<file path="src/rtl/drv_remap_pkg.sv">
package drv_remap_pkg;
  localparam int unsigned DRV_NUM   = 4;
  localparam int unsigned DRV_W     = $clog2(DRV_NUM);
  localparam int unsigned BYTE_W    = 8;
  localparam int unsigned TRK_W     = 8;

  // control register fields
  localparam int unsigned CTL_DENS_BIT = 6;
  localparam int unsigned CTL_LOAD_BIT = 4;
  localparam int unsigned CTL_IDX_LSB  = 2;
  localparam int unsigned CTL_VAL_LSB  = 0;
  localparam logic [BYTE_W-1:0] CTL_RST     = 8'h80;
  localparam logic [BYTE_W-1:0] CTL_RD_SET  = 8'hA0;
  localparam logic [BYTE_W-1:0] CTL_RD_MASK = 8'h5F;

  // drive select register fields
  localparam int unsigned SEL_BYP_BIT = 6;

  typedef logic [DRV_W-1:0] drv_t;
endpackage

</file>
<file path="src/rtl/drv_map_table.sv">
module drv_map_table
  import drv_remap_pkg::*;
#(
  parameter int unsigned N = DRV_NUM
) (
  input  logic           clk,
  input  logic           rst_n,
  input  logic           we,
  input  drv_t           wr_idx,
  input  drv_t           wr_val,
  input  drv_t           rd_idx,
  output drv_t           rd_val
);
  drv_t tab_q [N];
  drv_t tab_d [N];

  for (genvar g = 0; g < N; g++) begin : g_ent
    always_comb begin
      tab_d[g] = tab_q[g];
      if (we && (wr_idx == drv_t'(g))) tab_d[g] = wr_val;
    end

    always_ff @(posedge clk or negedge rst_n) begin
      if (!rst_n) tab_q[g] <= drv_t'(g);
      else        tab_q[g] <= tab_d[g];
    end
  end

  assign rd_val = tab_q[rd_idx];


  table_load_chk: assert property (@(posedge clk) disable iff (!rst_n)
    we |=> tab_q[$past(wr_idx)] == $past(wr_val));


  table_keep_chk: assert property (@(posedge clk) disable iff (!rst_n)
    !we |=> tab_q[rd_idx] == $past(tab_q[rd_idx]) || rd_idx != $past(rd_idx));
endmodule

</file>
<file path="src/rtl/drv_host_regs.sv">
module drv_host_regs
  import drv_remap_pkg::*;
(
  input  logic              clk,
  input  logic              rst_n,
  input  logic              sel_wr,
  input  logic [BYTE_W-1:0] sel_wdata,
  input  logic              ctl_wr,
  input  logic [BYTE_W-1:0] ctl_wdata,
  output logic              byp_q,
  output drv_t              lsel_q,
  output logic              dens_q,
  output logic              tab_we,
  output drv_t              tab_idx,
  output drv_t              tab_val,
  output logic [BYTE_W-1:0] ctl_rdata,
  output logic [BYTE_W-1:0] stat_rdata
);
  logic [BYTE_W-1:0] ctl_q, ctl_d;
  logic              byp_d, dens_d;
  drv_t              lsel_d;

  always_comb begin
    ctl_d  = ctl_q;
    dens_d = dens_q;
    byp_d  = byp_q;
    lsel_d = lsel_q;
    if (ctl_wr) begin
      ctl_d  = ctl_wdata;
      dens_d = ctl_wdata[CTL_DENS_BIT];
    end
    if (sel_wr) begin
      byp_d  = sel_wdata[SEL_BYP_BIT];
      lsel_d = sel_wdata[DRV_W-1:0];
    end
  end

  always_ff @(posedge clk or negedge rst_n) begin
    if (!rst_n) begin
      ctl_q  <= CTL_RST;
      dens_q <= 1'b1;
      byp_q  <= 1'b0;
      lsel_q <= '0;
    end else begin
      ctl_q  <= ctl_d;
      dens_q <= dens_d;
      byp_q  <= byp_d;
      lsel_q <= lsel_d;
    end
  end

  assign tab_we  = ctl_wr && ctl_wdata[CTL_LOAD_BIT];
  assign tab_idx = ctl_wdata[CTL_IDX_LSB +: DRV_W];
  assign tab_val = ctl_wdata[CTL_VAL_LSB +: DRV_W];

  assign ctl_rdata  = CTL_RD_SET | (ctl_q & CTL_RD_MASK);
  assign stat_rdata = {1'b0, byp_q, 4'b1111, lsel_q};


  dens_follow_chk: assert property (@(posedge clk) disable iff (!rst_n)
    ctl_wr |=> dens_q == $past(ctl_wdata[CTL_DENS_BIT]));


  ctl_readback_chk: assert property (@(posedge clk) disable iff (!rst_n)
    ctl_wr |=> ctl_rdata == (CTL_RD_SET | ($past(ctl_wdata) & CTL_RD_MASK)));


  stat_hold_chk: assert property (@(posedge clk) disable iff (!rst_n)
    !sel_wr |=> $stable(stat_rdata));
endmodule

</file>
<file path="src/rtl/trk_adjust.sv">
module trk_adjust
  import drv_remap_pkg::*;
(
  input  logic               clk,
  input  logic               rst_n,
  input  logic               trk_wr,
  input  logic [TRK_W-1:0]   trk_wdata,
  input  logic [DRV_NUM-1:0] media_dd,
  input  drv_t               phys,
  input  logic               dens_2d,
  output logic [TRK_W-1:0]   trk_out,
  output logic               trk_load
);
  logic             dbl;
  logic [TRK_W-1:0] trk_d;

  always_comb begin
    dbl   = media_dd[phys] && dens_2d;
    trk_d = trk_out;
    if (trk_wr) trk_d = dbl ? {trk_wdata[TRK_W-2:0], 1'b0} : trk_wdata;
  end

  always_ff @(posedge clk or negedge rst_n) begin
    if (!rst_n) begin
      trk_out  <= '0;
      trk_load <= 1'b0;
    end else begin
      trk_out  <= trk_d;
      trk_load <= trk_wr;
    end
  end


  trk_pulse_chk: assert property (@(posedge clk) disable iff (!rst_n)
    trk_wr |=> trk_load);


  trk_pass_chk: assert property (@(posedge clk) disable iff (!rst_n)
    trk_wr && !dens_2d |=> trk_out == $past(trk_wdata));


  trk_hold_chk: assert property (@(posedge clk) disable iff (!rst_n)
    !trk_wr |=> $stable(trk_out) && !trk_load);
endmodule

</file>
<file path="src/rtl/drv_remap.sv">
module drv_remap
  import drv_remap_pkg::*;
(
  input  logic               clk,
  input  logic               rst_n,
  input  logic               sel_wr,
  input  logic [BYTE_W-1:0]  sel_wdata,
  input  logic               ctl_wr,
  input  logic [BYTE_W-1:0]  ctl_wdata,
  input  logic               trk_wr,
  input  logic [TRK_W-1:0]   trk_wdata,
  input  logic [DRV_NUM-1:0] media_dd,
  output logic [DRV_W-1:0]   phys_drv,
  output logic               dens_2d,
  output logic [BYTE_W-1:0]  ctl_rdata,
  output logic [BYTE_W-1:0]  stat_rdata,
  output logic [TRK_W-1:0]   trk_out,
  output logic               trk_load
);
  logic byp;
  logic tab_we;
  drv_t lsel, tab_idx, tab_val, tab_phys;

  drv_host_regs u_regs (
    .clk        (clk),
    .rst_n      (rst_n),
    .sel_wr     (sel_wr),
    .sel_wdata  (sel_wdata),
    .ctl_wr     (ctl_wr),
    .ctl_wdata  (ctl_wdata),
    .byp_q      (byp),
    .lsel_q     (lsel),
    .dens_q     (dens_2d),
    .tab_we     (tab_we),
    .tab_idx    (tab_idx),
    .tab_val    (tab_val),
    .ctl_rdata  (ctl_rdata),
    .stat_rdata (stat_rdata)
  );

  drv_map_table #(.N(DRV_NUM)) u_tab (
    .clk    (clk),
    .rst_n  (rst_n),
    .we     (tab_we),
    .wr_idx (tab_idx),
    .wr_val (tab_val),
    .rd_idx (lsel),
    .rd_val (tab_phys)
  );

  assign phys_drv = byp ? lsel : tab_phys;

  trk_adjust u_trk (
    .clk       (clk),
    .rst_n     (rst_n),
    .trk_wr    (trk_wr),
    .trk_wdata (trk_wdata),
    .media_dd  (media_dd),
    .phys      (phys_drv),
    .dens_2d   (dens_2d),
    .trk_out   (trk_out),
    .trk_load  (trk_load)
  );


  live_remap_chk: assert property (@(posedge clk) disable iff (!rst_n)
    tab_we && !sel_wr && !byp && tab_idx == lsel |=> phys_drv == $past(tab_val));


  bypass_chk: assert property (@(posedge clk) disable iff (!rst_n)
    sel_wr && sel_wdata[SEL_BYP_BIT] |=> phys_drv == $past(sel_wdata[DRV_W-1:0]));
endmodule

</file>
<file path="config.mk">
export PLATFORM = sky130hd
export DESIGN_NAME = drv_remap
export DESIGN_NICKNAME = d
export VERILOG_FILES = /design/src/rtl/drv_remap_pkg.sv /design/src/rtl/drv_map_table.sv /design/src/rtl/drv_host_regs.sv /design/src/rtl/trk_adjust.sv /design/src/rtl/drv_remap.sv
export SDC_FILE = /design/constraint.sdc
export NUM_CORES = 1
export LEC_CHECK = 0
export BUFFER_PORTS_ARGS = -buffer_cell sky130_fd_sc_hd__buf_4
export CAP_MARGIN = 20
export CORE_UTILIZATION = 46
export CTS_BUF_LIST = sky130_fd_sc_hd__clkbuf_8
export CTS_CLUSTER_DIAMETER = 100
export DETAILED_ROUTE_END_ITERATION = 7
export GPL_TIMING_DRIVEN = 0
export PLACE_DENSITY_LB_ADDON = 0.3
export REMOVE_ABC_BUFFERS = 1
export SYNTH_ARGS = -nofsm -noshare
export SYNTH_HDL_FRONTEND = slang
export SYNTH_HIERARCHICAL = 1
export SYNTH_SLANG_ARGS = --single-unit
</file>
<file path="constraint.sdc">
create_clock -name clk -period 4.8 [get_ports clk]
set_clock_uncertainty 0.1 [all_clocks]
set_input_delay 0.96 -clock clk [delete_from_list [all_inputs] [get_ports clk]]
set_output_delay 0.96 -clock clk [all_outputs]
set_load 0.05 [all_outputs]
</file>
== Word-level counts from Yosys, hierarchy flattened ==
Cells that the tools add are included.
Word-level totals
  bits in registers: 28
  input bits: 33
Operators by class
  $lt $le $gt $ge: 2
  bitwise operators: 1
  equal/unequal tests: 3
  reductions and logical operators: 7
  muxes and demuxes: 7
Operators with widths (number)
  8-bit 2-to-1 mux: 1
  1-bit logical AND: 6
  2-bit 2-to-1 mux: 3
  2-bit binary-select mux with 2-bit select: 1
  2-bit == test (second input constant): 2
  3-bit greater-or-equal comparator (second input constant): 1
  2-bit by 3-bit < comparator with 1-bit output (second input constant): 1
  2-bit inverter with 3-bit output: 1
  1-bit binary-select mux with 2-bit select: 1
  2-bit by 1-bit == test with 1-bit output (second input constant): 1
  2-bit logical NOT: 1
  1-bit 2-to-1 mux: 1

== Depth between registers and ports, before layout ==
  depth in word-level cells: 9
  gate-level depth with buffers: 6

== By module ==
The synthesis kept the hierarchy.
By module, submodules not included
  drv_host_regs: cells each 38, sequential area each 251.5 sq um, instances 1, area each 521.8 sq um
  trk_adjust: cells each 54, sequential area each 225.2 sq um, instances 1, area each 518.0 sq um
  drv_map_table: cells each 22, sequential area each 205.2 sq um, instances 1, area each 380.4 sq um
  drv_remap: cells each 2, sequential area each 0.0 sq um, instances 1, area each 22.5 sq um

== Least setup slack after synthesis ==
No wires, ideal clock.
  path kind: flip-flop to output port
  from: register u_regs.lsel_q[0]
  to: output port phys_drv[1]
  required time: 3740 ps
  buffers on the path: 0
  setup slack: 2400 ps
  data arrival time: 1340 ps
  cell stages (with the launch flop): 3
  path through: dfrtp_1 mux4_1 mux2_2
On the way
  cells in the longest elaborated chain, start to end: 5
Ends and longest elaborated chain
  from (decl): RTL line drv_host_regs.sv:11  | output drv_t lsel_q,
  from (signal assigned): RTL line drv_host_regs.sv:48  | lsel_q <= lsel_d;
  2-bit inverter with 3-bit output (not written as such): RTL line drv_map_table.sv:29  | assign rd_val = tab_q[rd_idx];
  2-bit binary-select mux with 2-bit select: RTL line drv_map_table.sv:29
  2-bit 2-to-1 mux (not written as such) (2 in a row): RTL line drv_map_table.sv:29
  net tab_phys[1]: RTL line drv_remap.sv:22  | drv_t lsel, tab_idx, tab_val, tab_phys;
  2-bit 2-to-1 mux: RTL line drv_remap.sv:51  | assign phys_drv = byp ? lsel : tab_phys;
  to (decl): RTL line drv_remap.sv:13  | output logic [DRV_W-1:0] phys_drv,
The timed path passes the listed nets, and every way through them passes these cells. The select of a mux whose other input is x is not followed.

== Worst setup path in the final report ==
Ends and elaborated chain as after synthesis.

==> summary.txt <==
Outcome
  – Status: finished, violations left
  – Failing checks: DRC

Placement
  – Placed cells: 180
  – Post-DP HPWL: approximately 2000 um
  – GPL Wtd Cong: about 0.81
  – # port buffers: between 40 and 50

Timing
  – Period utilization: about three fifths
  – Fin Setup TNS: 0 ns
  – Max Slew Vio Count: 0
  – Max Fclk: between 0.3 and 0.4 GHz
  – Tmin final: roughly 2.9 ns
  – RSZ-0062 raised after global routing: no
  – Final setup violation count: 0
  – Fin. Hold Viols: 0

Detailed routing
  – DR iter-0 viols: 33
  – Vias: between 900 and 1000
  – Remaining antenna violation count after routing: 0
  – Pre-antenna DRT Iters: 6
  – Wire per inst: ~14 um
  – Total wire length: between 2000 and 3000 um
  – Drt via density: roughly 5.4
  – # DRC: 5

Floorplan
  – Die area: around 3400 um^2
  – Core box area: 2850 um^2
  – Cell Rows: 19
  – Chip Height: 58 um
  – Die Wd: 58 um
  – Initial core utilization: between 50% and 60%
  – Num ports: 61

CTS
  – Root Buffer: clkbuf_8
  – Clk buf depth: 2
  – CTS tree: built
  – Sink Count: 27
  – Number of H-tree levels: 1
  – Post_cts resized: 0
  – Hold buffer count at CTS: 0
  – Postcts setup bufs: 0
  – Clk_lat worst skew: 0.27 ns
  – Clock transition at the registers of the reported paths: roughly 0.09 ns
  – Number of CTS-inserted buffers: 3

Power and ir drop
  – Leak Pwr: between 0.8 and 0.9 nW
  – Power per Cell Area: between 300 and 400 nW/um^2
  – Peak VDD IR: roughly 0.17 mV

Critical path
  – Crit end category: output port
  – Peak per-stage delay on the critical path: 0.56 ns
  – Critical Path Start Type: flop
  – Worst path cell trace: mux4_1 > mux2_2 > buf_4
  – Crit Path Class: reg2out
  – Arr. time, crit path: 1.82 ns
  – Worst path bufs/invs: 1
  – Crit Path Max Fanout: 5
  – Worst endpoint required time: approximately 3.7 ns
  – Crit-path slowest cell: mux4_1
  – Crit-path leading delay family: multiplexers

Logic synthesis
  – Syn Area/Cell: approximately 12 um^2
  – Unique masters post-synth: 24
  – Synth Warn #: 6
  – Seq/Total Area, Yosys: between 40 and 50%
  – Post-Synthesis Cells: approximately 120
  – Cell area after synthesis: about 1400 um^2
  – Synth Register Bits: 27

Finish
  – Fraction of layout cells with a size suffix above 1: 47.7%
  – Antenna Cells: 0
  – Area grow syn2layout: 22.2%
  – Most common cell after layout, fill and taps aside: buf_4
  – Area of the multi-input gates: about 630 um^2
  – Cell Count, Final, Fillers Out: approximately 180
  – Final-layout fill cell count: around 250
  – Most frequent cells in the layout: buf_4, dfrtp_1, o221ai_1
  – Nets: roughly 190
  – Register area: around 680 um^2

GRT
  – GRT busiest layer: met2
  – GRT met2 Usage: roughly 28%
  – Vias in the first global route: about 950
  – GRT overflow: 0
  – GRT met3 Usage: between 2 and 2.5%
  – Met1 Use GR: between 20 and 25%
  – First-pass GRT wire length: about 4300 um
  – All-layer global routing usage: 17.2%
  – Largest net degree at the start of global routing: 28
  – Initial antenna violation count: 0

Min path
  – Hold Crit Class: reg2reg

Job
  – Max-Cap Viols: 0
## flip-flops by register name (all words and copies together), names as in the netlist
signal	flops
u_trk/trk_out	8
u_tab/tab_q	8
u_regs/ctl_q	6
u_regs/byp_q	1
u_regs/lsel_q	2
u_trk/trk_load	1
u_regs/dens_q	1
## synthesized netlist by cell type
library cell  count  area (um^2)
nand3_1           1         5.00
nand3b_1          2         15.0
nor3b_2           1         12.5
nor2b_1           1         6.26
buf_1             1         3.75
mux2_1            6         67.6
mux4_1            2         52.6
a31o_1            1         8.76
dfrtp_1          22          551
mux2_2            7         78.8
and2_1            7         43.8
mux2_4            7          105
nand2b_1          1         6.26
buf_6             1         11.3
and2_2            1         7.51
clkbuf_1          2         7.51
nand2_1           8         30.0
conb_1            2         7.51
o221ai_1         14          123
o22a_2            1         10.0
dfstp_2           5          131
inv_1             7         26.3
buf_4            14          105
mux2i_2           2         27.5
## area by class of cell
type / count / share of cell area [%]
flip-flops and latches: 27 / 38.7
well taps: 31 / 2.20
multi-input cells: 69 / 35.5
clock inverters: 1 / 0.213
repair buffers: 46 / 19.6
inverters: 7 / 1.49
clock buffers: 3 / 2.34
## layer usage
metal	vias to the layer above	routed length, um
li1	472	-
met1	478	1140
met2	40	1290
met3	5	167
met4	0	42
met5	-	0
## final timing paths
path	start	slack (ns)	cells after the start	endpoint
worst max-delay path	u_regs/lsel_q[0]	1.92	3	phys_drv[1]
worst min-delay path	u_tab/tab_q[5]	0.40	1	u_tab/tab_q[5]
worst max register to register	u_regs/lsel_q[0]	2.36	5	u_trk/trk_out[1]
worst min register to register	u_tab/tab_q[5]	0.40	1	u_tab/tab_q[5]
max in group asynchronous	rst_n	3.82	1	u_tab/tab_q[3]
min in group asynchronous	rst_n	0.48	1	u_trk/trk_out[6]
## kinds of logic (layout without fill, tap and decap cells)
group	Yosys count	in the layout	synth area share, %
flip-flops	27	27	47.3
buffers and inverters	25	57	10.7
multiplexers	24	24	23.0
AND/OR/NAND/NOR	22	22	8.76
AO/OA/AOI/OAI	16	16	9.80
other	2	7	0.521
## through the flow
step / cell area, um^2 / setup slack, ns / hold WS [ns] / total power, mW / utilization [%]
2_1_floorplan: 1330 / 2.06 / 0.356 / 0.478 / -
3_3_place_gp: 1720 / 2.22 / 0.373 / 0.560 / 60.2
3_5_place_dp: 1720 / 2.22 / 0.377 / 0.564 / 60.2
4_1_cts: 1760 / 1.90 / 0.398 / 0.695 / 61.8
5_1_grt: 1760 / 1.85 / 0.417 / 0.723 / 61.8
6_report: 1760 / 1.92 / 0.396 / 0.687 / 61.8
## power breakdown
| part | internal, mW | leakage [nW] | switching, mW | total (mW) |
|---|---|---|---|---|
| sequential | 0.270 | 0.316 | 0.0213 | 0.291 |
| combinational | 0.0987 | 0.489 | 0.169 | 0.267 |
| clock | 0.0575 | 0.0269 | 0.0710 | 0.128 |
Note: power is estimated with default switching activity, not from simulation.
